### src/rtl/pmc_result_reg.sv
module pmc_result_reg #(
  parameter int unsigned ADDR_W = 48
) (
  input  logic              clk,
  input  logic              rst_q_n,
  input  logic              req_valid,
  input  logic              check_ok,
  input  logic [ADDR_W-1:0] acc_addr,
  output logic              done,
  output logic              pass,
  output logic              fault,
  output logic [ADDR_W-1:0] fault_addr
);
  logic              done_d;
  logic              pass_d;
  logic              fault_d;
  logic [ADDR_W-1:0] addr_d;
  logic              res_en;

  always_comb begin
    res_en  = req_valid;
    done_d  = req_valid;
    pass_d  = check_ok;
    fault_d = ~check_ok;
    addr_d  = check_ok ? '0 : acc_addr;
  end

  always_ff @(posedge clk or negedge rst_q_n) begin
    if (!rst_q_n) begin
      done <= 1'b0;
    end else begin
      done <= done_d;
    end
  end

  always_ff @(posedge clk or negedge rst_q_n) begin
    if (!rst_q_n) begin
      pass       <= 1'b0;
      fault      <= 1'b0;
      fault_addr <= '0;
    end else if (res_en) begin
      pass       <= pass_d;
      fault      <= fault_d;
      fault_addr <= addr_d;
    end
  end
endmodule

### config.mk
export PLATFORM = sky130hd
export DESIGN_NAME = pmc_result_reg
export DESIGN_NICKNAME = d
export VERILOG_FILES = /design/src/rtl/pmc_result_reg.sv
export SDC_FILE = /design/constraint.sdc
export NUM_CORES = 1
export LEC_CHECK = 0
export ABC_AREA = 1
export CORE_AREA = 4 4 74 76
export CTS_BUF_LIST = sky130_fd_sc_hd__clkbuf_4 sky130_fd_sc_hd__clkbuf_8
export DETAILED_ROUTE_END_ITERATION = 10
export DIE_AREA = 0 0 78 80
export GPL_TIMING_DRIVEN = 0
export PLACE_DENSITY = 0.82
export SLEW_MARGIN = 20
export SYNTH_ARGS = -nofsm -noshare
export SYNTH_HDL_FRONTEND = slang
export SYNTH_SLANG_ARGS = --single-unit
### constraint.sdc
create_clock -name clk -period 1.2 [get_ports clk]
set_clock_uncertainty 0.1 [all_clocks]
set_input_delay 0.24 -clock clk [delete_from_list [all_inputs] [get_ports clk]]
set_output_delay 0.24 -clock clk [all_outputs]
set_load 0.02 [all_outputs]
# Word level (Yosys, flattened, before mapping)
# Index checks and enable logic that the tools add are counted.
# Widths: inputs -> output; s select.
[word_totals]
register_bits = 51
wordCells = 6
output_inout_bits = 51
in_bits = 52
[classes]
muxes = 1
n_bitwise = 1
[ops]
columns = ["op", "n"]
rows = [
  ["$mux 48", 1],
  ["$not 1->1", 1],
]

# Logic depth before layout (Yosys ltp)
[depth]
depth_word = 1
ltp_mapped = 5
depth_no_buf = 3

# Least setup slack after synthesis
# Ideal clock, no wire load.
[synth_timing]
kind = "input to register"
startpoint = "in req_valid"
endpoint = "reg fault_addr[27]"
t_arrival_ns = 0.728
setup_ns = 0.117
cell_stages = 5
t_required_ns = 0.983
path_slack_ns = 0.255
path_buffers = 3
path_cell_list = "buf_4 > buf_6 > buf_6 > nand3_1 > nand2_1"
[synth_lines]
columns = ["element", "line_no", "source"]
rows = [
  ["start: declaration", "6", "input logic req_valid,"],
  ["end signal: assignment", "44", "fault_addr <= addr_d;"],
  ["end: declaration", "12", "output logic [ADDR_W-1:0] fault_addr"],
]

# Worst setup path in the final report
[layout_timing]
startpoint = "reg fault_addr[4]"
endpoint = "out fault_addr[4]"
# No word-level cell between the ends.

==> reports/metrics.cfg <==
[clock_tree]
cts_sinks = 51
cts-buffers-inserted = 5
path_clk_slew_ns = 0.09
clockRootBuffer = clkbuf_8
clk_latency_ns = 0.30
tritoncts = yes
clockBufferDepth = 2
htreeDepth = 2

[route]
drt-total-wl_mm = 5.739
vias = 1939
first_pass_iters = 3
drc_errors = 0
final_antenna_net_count = 0
vias_per_cell = 4.628
drtIter0Drc = 64
wl_per_cell_um = 13.70

[global_routing]
overflow = 0
antenna_found_initial = 0
grt_use_total = 0.1801
grt_max_degree = 52
grt_pass1_vias = 1844
grt_first_pass_wirelength_mm = 8.832

[logic_synthesis]
synth.cell_area_mm2 = 0.002049
ys_seq_area_frac = 0.6227
yosys_register_bits = 51
ys_types = 8
synth_nets = 270
yosysWarnings = 0
synth.avg_cell_area_um2 = 9.401
synthCells = 218

[place]
dp_hpwl_mm = 3.943
gp_congestion = 0.6992
io_buffer_count = 102
dpl.cell_count = 387
pre_cts_ws_ns = -0.2764

[power_and_ir_drop]
leakagePower_nw = 1.845
power_density_mw_per_mm2 = 1156
finalPower_mw = 4.033
peakVddDrop_mv = 0.6393

[finish]
areaGrowthSynthToFinish_pct = 70.27
nets = 403
fin_cells = 419
antenna_cells = 0
drive_gt1_frac = 0.2869

[sta]
fin_crit_sh = 0.9957
tightest_slew_ns = 0.6349
rsz0062_at_grt = true
max-slew-margin-rel = 0.5767
worst_slack_ns = 0.005169
setup-violations-final = 0
drv_slew = 0
max_clock_freq_mhz = 836.9
finalCriticalPeriod_ns = 1.195
hold_violations = 0

[floorplanning]
pin_count = 103
die_area_mm2 = 0.006240
coreArea_mm2 = 0.004723
initial_core_util = 0.4339
die_x_um = 78
die_y_um = 80
std_cell_rows = 25

[worst_setup_path]
crit_chain = buf_6
critPathCaptureType = primary output
crit_slowest_cell = dfrtp_1
worst-path-buf-inv = 1
cp-start-kind = flip-flop
max_stage_delay_ns = 0.42
path_class = flip-flop to primary output
required_ns = 0.86
crit_family = flip-flops
crit_path_max_fanout = 2
cp_data_arrival_time_ns = 0.85

[flow_run]
maxCapViolCount = 0

[outcome]
status = finished clean

[min_path]
hp-class = primary input to flip-flop

[cell usage after synthesis, drive strengths merged]
cell,number,share of area
nand2,100,0.18
dfrtp,51,0.62
nand3,48,0.12
buf,16,0.071
inv,2,0.0037
o21ai,1,0.0024
[layout make-up]
type | count | area (um2)
Tap cell | 67 | 83.83
Clock inverter | 1 | 7.507
Sequential cell | 51 | 1276
Buffer | 16 | 145.1
Clock buffer | 7 | 96.34
Inverter | 2 | 7.507
Multi-Input combinational cell | 149 | 620.6
Fill cell | 367 | 1234
Timing Repair Buffer | 126 | 1252
[power by group]
group          internal, mW  switching, mW  leakage, nW
logic                 0.557          0.455         1.13
clock network         0.525          0.547       0.0505
registers              1.85         0.0989        0.661
total                  2.93           1.10         1.85
[worst reg2reg max path: stages, from the launching register on]
cell and delay [ns]:
dfrtp_1 0.41, buf_4 0.14, buf_4 0.12, nand2_1 0.05, nand2_1 0.06
[sequential cells by signal (all words and copies together), names as in the netlist]
signal	cells
done	1
fault	1
fault_addr	48
pass	1
[final timing paths]
kind                                 from  slack [ns]        endpoint  cells past startpoint
min in group asynchronous         rst_q_n        0.42  fault_addr[33]                      2
min reg2reg                fault_addr[40]        0.39  fault_addr[40]                      2
max in group asynchronous         rst_q_n        0.17  fault_addr[42]                      2
min                             req_valid        0.30            done                      1
max reg2reg                fault_addr[22]        0.21  fault_addr[22]                      4
max                         fault_addr[4]       0.005   fault_addr[4]                      1
[what timing repair did]
action | CTS | global route
setup buffers | 4 | 19
gates resized for setup | 232 | 70
endpoints found under the setup margin | 51 | 49
hold endpoints to repair | 51 | 0
hold buffers | 1 | 0
[per-stage QoR]
| step | utilization | instance area, um2 | TNS, ns | hold WS, ns |
|---|---|---|---|---|
| 2_1_floorplan | - | 2049 | 0 | -0.1556 |
| 5_1_grt | 0.7388 | 3490 | -0.4616 | 0.2941 |
| 3_3_place_gp | 0.6678 | 3154 | -101.34 | 0.3579 |
| 3_5_place_dp | 0.6673 | 3152 | -15.66 | 0.2064 |
| 4_1_cts | 0.6617 | 3126 | -0.01671 | 0.3009 |
| 6_report | 0.7388 | 3490 | 0 | 0.3031 |
[logic make-up (layout without fill, tap and decap cells)]
logic type | after synthesis | in the layout | synth area share
simple gates | 148 | 148 | 0.3004
flops | 51 | 51 | 0.6227
buf+inv | 18 | 152 | 0.07448
compound gates | 1 | 1 | 0.002440
[layout by cell type, fill, tap and decap left out]
master and instances:
buf_2 7, buf_4 25, buf_6 59, clkbuf_8 7, clkdlybuf4s50_1 50, clkinvlp_4 1
dfrtp_1 51, dlygate4sd3_1 1, inv_2 2, nand2_1 100, nand3_1 48, o21ai_1 1
[routing by layer]
layer | track usage | vias up | wire [um] | share of wire
li1 | - | 955 | - | -
met1 | 0.2252 | 917 | 2397 | 0.42
met2 | 0.3031 | 60 | 2902 | 0.51
met3 | 0.05305 | 7 | 390 | 0.068
met4 | 0.05245 | 0 | 50 | 0.0087
met5 | 0 | - | 0 | 0
Note: power is estimated with default switching activity, not from simulation.
